### src/rtl/kbest_pkg.sv
package kbest_pkg;
   typedef enum logic [1:0] {
      KB_IDLE = 2'd0,
      KB_RUN  = 2'd1,
      KB_DONE = 2'd2
   } kb_state_e;
endpackage

### src/rtl/kbest_min_tree.sv
module kbest_min_tree #(
   parameter int P  = 3,
   parameter int MW = 8,
   localparam int IW = (P > 1) ? $clog2(P) : 1,
   localparam int LV = $clog2(P),
   localparam int NP = 1 << LV,
   localparam int NN = 2 * NP - 1
) (
   input  logic [P-1:0]    head_valid,
   input  logic [P*MW-1:0] head_metric,
   output logic            any_valid,
   output logic [IW-1:0]   win_idx,
   output logic [MW-1:0]   win_metric
);
   // key = {exhausted, metric}: an exhausted head sorts above any valid metric
   logic [MW:0]   key [NN];
   logic [IW-1:0] idx [NN];

   for (genvar i = 0; i < NP; i++) begin : g_leaf
      if (i < P) begin : g_real
         assign key[NP-1+i] = {~head_valid[i], head_metric[i*MW +: MW]};
      end else begin : g_pad
         assign key[NP-1+i] = '1;
      end
      assign idx[NP-1+i] = IW'(i);
   end

   for (genvar n = 0; n < NP - 1; n++) begin : g_node
      logic take_r;
      // right child wins only when strictly smaller: ties keep the lower index
      assign take_r = key[2*n+2] < key[2*n+1];
      assign key[n] = take_r ? key[2*n+2] : key[2*n+1];
      assign idx[n] = take_r ? idx[2*n+2] : idx[2*n+1];
   end

   assign any_valid  = ~key[0][MW];
   assign win_idx    = idx[0];
   assign win_metric = key[0][MW-1:0];

   always_comb begin
      if (any_valid) begin
         assert_win_is_live_R7: assert (head_valid[win_idx]);
      end
   end

   for (genvar i = 0; i < P; i++) begin : g_chk
      always_comb begin
         if (any_valid && head_valid[i]) begin
            assert_win_minimal_R3: assert (win_metric <= head_metric[i*MW +: MW]);
         end
      end
   end
endmodule

### src/rtl/kbest_ctrl.sv
module kbest_ctrl
   import kbest_pkg::*;
#(
   parameter int K = 4,
   localparam int CW = $clog2(K + 1)
) (
   input  logic          clk,
   input  logic          rst_n,
   input  logic          start,
   input  logic          any_valid,
   output logic          emit,
   output logic          done,
   output logic [CW-1:0] count
);
   kb_state_e     state_q;
   logic [CW-1:0] cnt_q;

   always_ff @(posedge clk or negedge rst_n) begin
      if (!rst_n) begin
         state_q <= KB_IDLE;
         cnt_q   <= '0;
      end else if (start) begin
         state_q <= KB_RUN;
         cnt_q   <= '0;
      end else if (state_q == KB_RUN) begin
         if (any_valid) begin
            cnt_q <= cnt_q + 1'b1;
            if (cnt_q == CW'(K - 1)) state_q <= KB_DONE;
         end else begin
            state_q <= KB_DONE;
         end
      end
   end

   assign emit  = (state_q == KB_RUN) && any_valid;
   assign done  = (state_q == KB_DONE);
   assign count = cnt_q;

   assert_count_bound_R6: assert property (@(posedge clk) disable iff (!rst_n)
      count <= CW'(K));
   assert_done_quiet_R6: assert property (@(posedge clk) disable iff (!rst_n)
      done |-> !emit);
   assert_early_stop_R8: assert property (@(posedge clk) disable iff (!rst_n)
      ($rose(done) && count != CW'(K)) |-> !$past(any_valid));
endmodule

### src/rtl/kbest_serial_select.sv
module kbest_serial_select #(
   parameter int K  = 4,
   parameter int P  = 3,
   parameter int MW = 8,
   parameter int SW = 4,
   localparam int IW = (P > 1) ? $clog2(P) : 1,
   localparam int CW = $clog2(K + 1)
) (
   input  logic            clk,
   input  logic            rst_n,
   input  logic            start,
   input  logic [P-1:0]    child_valid,
   input  logic [P*MW-1:0] child_metric,
   input  logic [P*SW-1:0] child_sym,
   output logic [P-1:0]    child_ready,
   output logic            out_valid,
   output logic [IW-1:0]   out_parent,
   output logic [SW-1:0]   out_sym,
   output logic [MW-1:0]   out_metric,
   output logic            done,
   output logic [CW-1:0]   out_count
);
   if (K < 1)  begin : g_bad_k  $error("K must be at least 1");  end
   if (P < 1)  begin : g_bad_p  $error("P must be at least 1");  end
   if (MW < 1) begin : g_bad_mw $error("MW must be at least 1"); end
   if (SW < 1) begin : g_bad_sw $error("SW must be at least 1"); end

   logic          any_valid;
   logic          emit;
   logic [IW-1:0] win_idx;
   logic [MW-1:0] win_metric;

   kbest_min_tree #(.P(P), .MW(MW)) tree_i (
      .head_valid (child_valid),
      .head_metric(child_metric),
      .any_valid  (any_valid),
      .win_idx    (win_idx),
      .win_metric (win_metric)
   );

   kbest_ctrl #(.K(K)) ctrl_i (
      .clk      (clk),
      .rst_n    (rst_n),
      .start    (start),
      .any_valid(any_valid),
      .emit     (emit),
      .done     (done),
      .count    (out_count)
   );

   always_comb begin
      out_sym     = '0;
      child_ready = '0;
      for (int p = 0; p < P; p++) begin
         if (win_idx == IW'(p)) begin
            out_sym        = child_sym[p*SW +: SW];
            child_ready[p] = emit;
         end
      end
   end

   assign out_valid  = emit;
   assign out_parent = win_idx;
   assign out_metric = win_metric;

   assert_one_advance_R4: assert property (@(posedge clk) disable iff (!rst_n)
      $onehot0(child_ready));
   assert_winner_present_R7: assert property (@(posedge clk) disable iff (!rst_n)
      out_valid |-> child_valid[out_parent]);
   assert_ascending_R5: assert property (@(posedge clk) disable iff (!rst_n)
      (out_valid && $past(out_valid) && !$past(start)) |-> out_metric >= $past(out_metric));
endmodule

### config.mk
export PLATFORM = sky130hd
export DESIGN_NAME = kbest_serial_select
export DESIGN_NICKNAME = d
export VERILOG_FILES = /design/src/rtl/kbest_pkg.sv /design/src/rtl/kbest_min_tree.sv /design/src/rtl/kbest_ctrl.sv /design/src/rtl/kbest_serial_select.sv
export SDC_FILE = /design/constraint.sdc
export NUM_CORES = 1
export LEC_CHECK = 0
export ABC_CLOCK_PERIOD_IN_PS = 7750
export CAP_MARGIN = 20
export CORE_MARGIN = 3
export CORE_UTILIZATION = 41
export CTS_BUF_LIST = sky130_fd_sc_hd__clkbuf_8
export DETAILED_ROUTE_END_ITERATION = 10
export PLACE_DENSITY = 0.88
export SLEW_MARGIN = 40
export SYNTH_ARGS = -nofsm -noshare
export SYNTH_HDL_FRONTEND = slang
export SYNTH_HIERARCHICAL = 1
export SYNTH_SLANG_ARGS = --single-unit
### constraint.sdc
create_clock -name clk -period 7.75 [get_ports clk]
set_clock_uncertainty 0.05 [all_clocks]
set_input_delay 1.1625 -clock clk [delete_from_list [all_inputs] [get_ports clk]]
set_output_delay 1.1625 -clock clk [all_outputs]
set_load 0.05 [all_outputs]
Yosys cells after proc, flatten, opt, wreduce, memory -nomap -nowiden. Cells that the tools add are included.

Bits in registers: 5. Latch bits: 0. RAM bits: 0. ROM bits: 0. Output and inout port bits: 22. Memories: 0.

Add/sub/neg operators: 1. $mul: 0. Divide/modulo/power cells: 0. Magnitude comparators: 3. Equality and inequality tests: 6. Shifts and indexed selects: 0. Mux-type cells: 19. Bitwise gates (word level): 4. Reductions and logical operators: 6.

Operator list (number): two-way mux 9 bit (3); less-than comparator 9 bit (2); two-way mux 4 bit (3); two-way mux 2 bit (5); less-than comparator 9 bit (first input constant) (1); two-way mux 3 bit (3); two-way mux 1 bit (5); equality test 2 x 1 -> 1 bit (second input constant) (2); equality test 2 bit (second input constant) (2); inverter 1 bit (4); AND reduction 2 bit (2); adder 3 x 1 -> 3 bit (second input constant) (1); equality test 3 x 2 -> 1 bit (second input constant) (1); nonzero test 3 bit (1); logical NOT 2 bit (1); != test 2 bit (second input constant) (1); nonzero test 2 bit (1); logical AND 1 bit (1).

Depth between registers and ports, before layout.
Depth after elaboration: 9. Gate-level depth with buffers: 19. Mapped depth without buffers: 16.

Modules after synthesis. The synthesis kept the hierarchy.

Modules (own cells, without submodules): kbest_min_tree (times used 1, cells an instance 85, area an instance 643.1 um^2, sequential area each 0.0 um^2); kbest_ctrl (times used 1, cells an instance 22, area an instance 255.2 um^2, sequential area each 125.1 um^2); kbest_serial_select (times used 1, cells an instance 14, area an instance 121.4 um^2, sequential area each 0.0 um^2).

Worst setup path after synthesis. OpenSTA, ideal clock, no wires.

Path kind: input port to output port. From: input child_valid[1]. To: output child_ready[0]. Arrival: 5.357 ns. Data required time: 6.537 ns. Slack: 1.181 ns. Cell stages on the path: 17. Path buffers: 3. Cells stage by stage: inv_1 -> ha_1 -> a21oi_1 -> o21ai_1 -> a211oi_2 -> buf_2 -> mux2i_1 -> ha_1 -> a21o_1 -> a21o_1 -> a21oi_1 -> o21ai_0 -> o21a_1 -> buf_6 -> and2_1 -> buf_4 -> nor3b_1.

Elaborated cells between the ends (all ways): 11.

RTL lines: start, declared (line kbest_serial_select.sv:12) `input logic [P-1:0] child_valid,`; inverter 1 bit * (line kbest_min_tree.sv:21) `assign key[NP-1+i] = {~head_valid[i], head_metric[i*MW +: MW]};`; less-than comparator 9 bit (line kbest_min_tree.sv:31) `assign take_r = key[2*n+2] < key[2*n+1];`; two-way mux 9 bit (line kbest_min_tree.sv:32) `assign key[n] = take_r ? key[2*n+2] : key[2*n+1];`; less-than comparator 9 bit (line kbest_min_tree.sv:31); two-way mux 2 bit * (line kbest_min_tree.sv:33) `assign idx[n] = take_r ? idx[2*n+2] : idx[2*n+1];`; via out_parent[0] (line kbest_serial_select.sv:17) `output logic [IW-1:0] out_parent,`; logical NOT 2 bit * (line kbest_serial_select.sv:55) `if (win_idx == IW'(p)) begin`; two-way mux 1 bit * (line kbest_serial_select.sv:55); end, declared (line kbest_serial_select.sv:15) `output logic [P-1:0] child_ready,`.

Mark *: on every way through the listed nets, which the timed path passes. The rest lies on a longest branch.

Final worst setup path.
From: input child_metric[6]. To: output out_valid.

Cells in the longest elaborated chain, start to end: 6.

RTL lines: start, declared (line kbest_serial_select.sv:13) `input logic [P*MW-1:0] child_metric,`; less-than comparator 9 bit (line kbest_min_tree.sv:31); two-way mux 9 bit * (line kbest_min_tree.sv:32); less-than comparator 9 bit (line kbest_min_tree.sv:31); two-way mux 9 bit * (line kbest_min_tree.sv:32); inverter 1 bit * (line kbest_min_tree.sv:36) `assign any_valid = ~key[0][MW];`; via any_valid (line kbest_serial_select.sv:28) `logic any_valid;`; logical AND 1 bit * (line kbest_ctrl.sv:35) `assign emit = (state_q == KB_RUN) && any_valid;`; end, declared (line kbest_serial_select.sv:16) `output logic out_valid,`.

Marks and branches as above.

==> impl_metrics.sql <==
INSERT INTO impl_metrics (metric_group, metric, value, unit) VALUES
('logic_synthesis', 'synthArstFlopShare', '100.0', '%'),
('job', 'drv_cap', '0', ''),
('logic_synthesis', 'synth_top_area_share', '22.09', '%'),
('critical_path', 'crit_required', '6.54', 'ns'),
('critical_path', 'crit_type', 'primary input to primary output', ''),
('placement', 'detailed_place_hpwl', '2639', 'µm'),
('clocking', 'postCtsHoldBufs', '0', ''),
('final_layout', 'antenna_cells_inserted', '0', ''),
('sta', 'final_period_minus_worst_setup_slack', '7.198', 'ns'),
('sta', 'maxSlewViolCount', '0', ''),
('critical_path', 'worstSetupStartpointType', 'primary input', ''),
('critical_path', 'worstPathMaxFanout', '10', ''),
('logic_synthesis', 'synth_area_leader_cell', 'sky130_fd_sc_hd__ha_1', ''),
('clocking', 'cts_made_buffers', '3', ''),
('route', 'average_detailed_routed_wire_length_per_instance', '14.97', 'µm'),
('clocking', 'ctsLongestPathBuffers', '2', ''),
('sta', 'max-slew-margin-rel', '62.09', '%'),
('final_layout', 'final_util', '74.38', '%'),
('route', 'remaining_drc_errors', '0', ''),
('route', 'drt-total-wl', '3203', 'µm'),
('floorplanning', 'floorplan.initialDensity', '44.80', '%'),
('logic_synthesis', 'number_of_enable_type_register_cells_in_the_synthesized_netlist', '0', ''),
('clocking', 'cts_sinks', '5', ''),
('sta', 'timing.setup.tns', '0', 'ns'),
('outcome', 'run_status', 'finished clean', ''),
('final_layout', 'final_nets', '247', ''),
('sta', 'grt_setup_unrepaired', 'false', ''),
('logic_synthesis', 'netlist-cell-type-count', '30', ''),
('placement', 'placement.cell_area', '1648', 'µm²'),
('floorplanning', 'die_w', '55.87', 'µm'),
('final_layout', 'areaGrowthSynthToFinish', '66.01', '%'),
('logic_synthesis', 'synthesized_area_per_cell', '8.428', 'µm²'),
('logic_synthesis', 'net_count_after_synthesis', '181', ''),
('logic_synthesis', 'postSynthCellCount', '121', ''),
('logic_synthesis', 'synth_most_common_cell', 'sky130_fd_sc_hd__mux2i_1', ''),
('placement', 'finalWeightedCongestion', '0.8430', ''),
('sta', 'tightest_slew', '0.5686', 'ns'),
('logic_synthesis', 'synthesis.area', '1020', 'µm²'),
('route', 'vias', '1145', ''),
('route', 'avgViaCountPerCell', '5.350', ''),
('global_route', 'first_global_vias', '1165', ''),
('clocking', 'tritoncts', 'yes', ''),
('worst_hold_path', 'hp-class', 'register to register', ''),
('sta', 'worst_setup_margin', '0.5522', 'ns'),
('final_layout', 'multiInputGateArea', '788.3', 'µm²'),
('global_route', 'antenna_found_initial', '0', ''),
('floorplanning', 'core', '2276', 'µm²'),
('logic_synthesis', 'synth_warn', '6', ''),
('pwr', 'vdd.ir_drop.worst', '0.1971', 'mV'),
('logic_synthesis', 'yosys-top-cells-area', 'sky130_fd_sc_hd__ha_1 (22%), sky130_fd_sc_hd__mux2i_1 (21%), sky130_fd_sc_hd__dfrtp_1 (12%), sky130_fd_sc_hd__inv_1 (7.0%), sky130_fd_sc_hd__a21oi_1 (4.4%)', ''),
('critical_path', 'timing.reg2reg.worst_path_depth', '5', ''),
('final_layout', 'layout.cells.non_filler', '214', ''),
('placement', 'buffer_ports.inserted', '63', ''),
('clocking', 'h-tree-depth', '1', ''),
('clocking', 'post_cts.repair.setup_buffers', '0', ''),
('global_route', 'global_route.usage.total', '20.39', '%'),
('clocking', 'clock_insertion_delay_worst_skew', '0.22', 'ns'),
('pwr', 'ratio_of_total_power_to_cell_area', '187.7', 'nW/µm²'),
('placement', 'pre_cts_slack', '0.6978', 'ns'),
('route', 'drt-initial-drc-count', '32', ''),
('clocking', 'ctsResizeCount', '0', ''),
('route', 'firstDrtPassIters', '4', ''),
('final_layout', 'area.sequential', '125.1', 'µm²'),
('final_layout', 'fin_area', '1693', 'µm²'),
('logic_synthesis', 'yosys_register_bits', '5', ''),
('global_route', 'grt_max_degree', '11', ''),
('sta', 'max_freq', '138.9', 'MHz'),
('critical_path', 'crit_path_end_kind', 'primary output', ''),
('route', 'ant_nets', '0', ''),
('critical_path', 'crit_arrival', '5.99', 'ns'),
('global_route', 'globalRouteOverflowTotal', '0', '');
==> cell families after synthesis <==
kind of cell,count (synthesis),synth area share (%)
flops,5,12.27
buf+inv,23,10.43
fa+ha+maj,18,22.09
compound gates,25,16.56
simple gates,26,14.60
mux,23,23.19
xor+xnor,1,0.8591
==> report_power, final <==
| part | leakage [µW] | switching, µW | internal (µW) |
|---|---|---|---|
| Sequential | 0.0000636 | 4.69 | 30.7 |
| Clock | 0.0000269 | 12.7 | 33.9 |
| Combinational | 0.000744 | 142 | 93.4 |
==> per-stage QoR <==
step / total power [µW] / hold slack [ns]
after detailed placement: 268.5 / 0.4593
after global placement: 262.9 / 0.4515
after global routing: 335.5 / 0.5174
after floorplan: 194.0 / 0.4289
after CTS: 318.9 / 0.4805
final: 317.8 / 0.4783
==> cells in the final DEF, fill, tap and decap left out, drive strengths merged <==
cell type / n
nor3b: 1
o21a: 1
nand2: 5
mux2: 2
buf: 9
and2: 1
and2b: 1
clkbuf: 3
nor2: 8
o2bb2ai: 4
nand2b: 2
nor2b: 4
a41oi: 1
dfrtp: 5
a21o: 3
inv: 20
a211oi: 2
nand4: 2
a21oi: 9
o21ai: 5
and3b: 2
clkdlybuf4s50: 56
mux2i: 21
xnor2: 1
ha: 18
==> per-layer routing <==
| layer | global-route usage, % | part of all wire (%) | routed length (µm) | vias to the layer above |
|---|---|---|---|---|
| met5 | 0 | 0 | 0 | - |
| met4 | 5.424 | 1.3 | 42 | 0 |
| met3 | 5.336 | 6.7 | 214 | 4 |
| met2 | 39.53 | 53 | 1687 | 48 |
| met1 | 21.40 | 39 | 1259 | 536 |
| li1 | - | - | - | 557 |
==> area by class of cell <==
class / instances / share of cell area (%)
Inverter: 19 / 4.213
Multi-Input combinational cell: 93 / 46.56
Timing Repair Buffer: 65 / 37.10
Sequential cell: 5 / 7.391
Tap cell: 28 / 2.069
Clock buffer: 3 / 2.439
Clock inverter: 1 / 0.2217
==> critical path: stages <==
cell                              delay (ns)
sky130_fd_sc_hd__clkdlybuf4s50_1        0.48
sky130_fd_sc_hd__inv_1                  0.05
sky130_fd_sc_hd__ha_1                   0.30
sky130_fd_sc_hd__a21oi_1                0.18
sky130_fd_sc_hd__o21ai_1                0.09
sky130_fd_sc_hd__a211oi_2               0.24
sky130_fd_sc_hd__buf_4                  0.22
sky130_fd_sc_hd__mux2i_1                0.27
sky130_fd_sc_hd__ha_1                   0.29
sky130_fd_sc_hd__a21o_1                 0.16
sky130_fd_sc_hd__a21o_1                 0.18
sky130_fd_sc_hd__a21oi_1                0.21
sky130_fd_sc_hd__o21ai_0                0.18
sky130_fd_sc_hd__o21a_1                 0.42
sky130_fd_sc_hd__mux2_4                 0.28
sky130_fd_sc_hd__and3b_1                0.37
sky130_fd_sc_hd__clkdlybuf4s50_1        0.88
==> path summary, 6_finish.rpt <==
check / start / end / slack (ns)
max: child_metric[6] / out_valid / 0.55
min: ctrl_i/state_q[0] / ctrl_i/state_q[0] / 0.48
max reg2reg: ctrl_i/count[0] / ctrl_i/state_q[1] / 6.38
min reg2reg: ctrl_i/state_q[0] / ctrl_i/state_q[0] / 0.48
max in group asynchronous: rst_n / ctrl_i/state_q[0] / 6.31
min in group asynchronous: rst_n / ctrl_i/count[2] / 1.13
==> state kept, by name, indices dropped and copies added, names as in the netlist <==
name,flops
ctrl_i/count,3
ctrl_i/state_q,2
(Power assumes the default switching activity.)
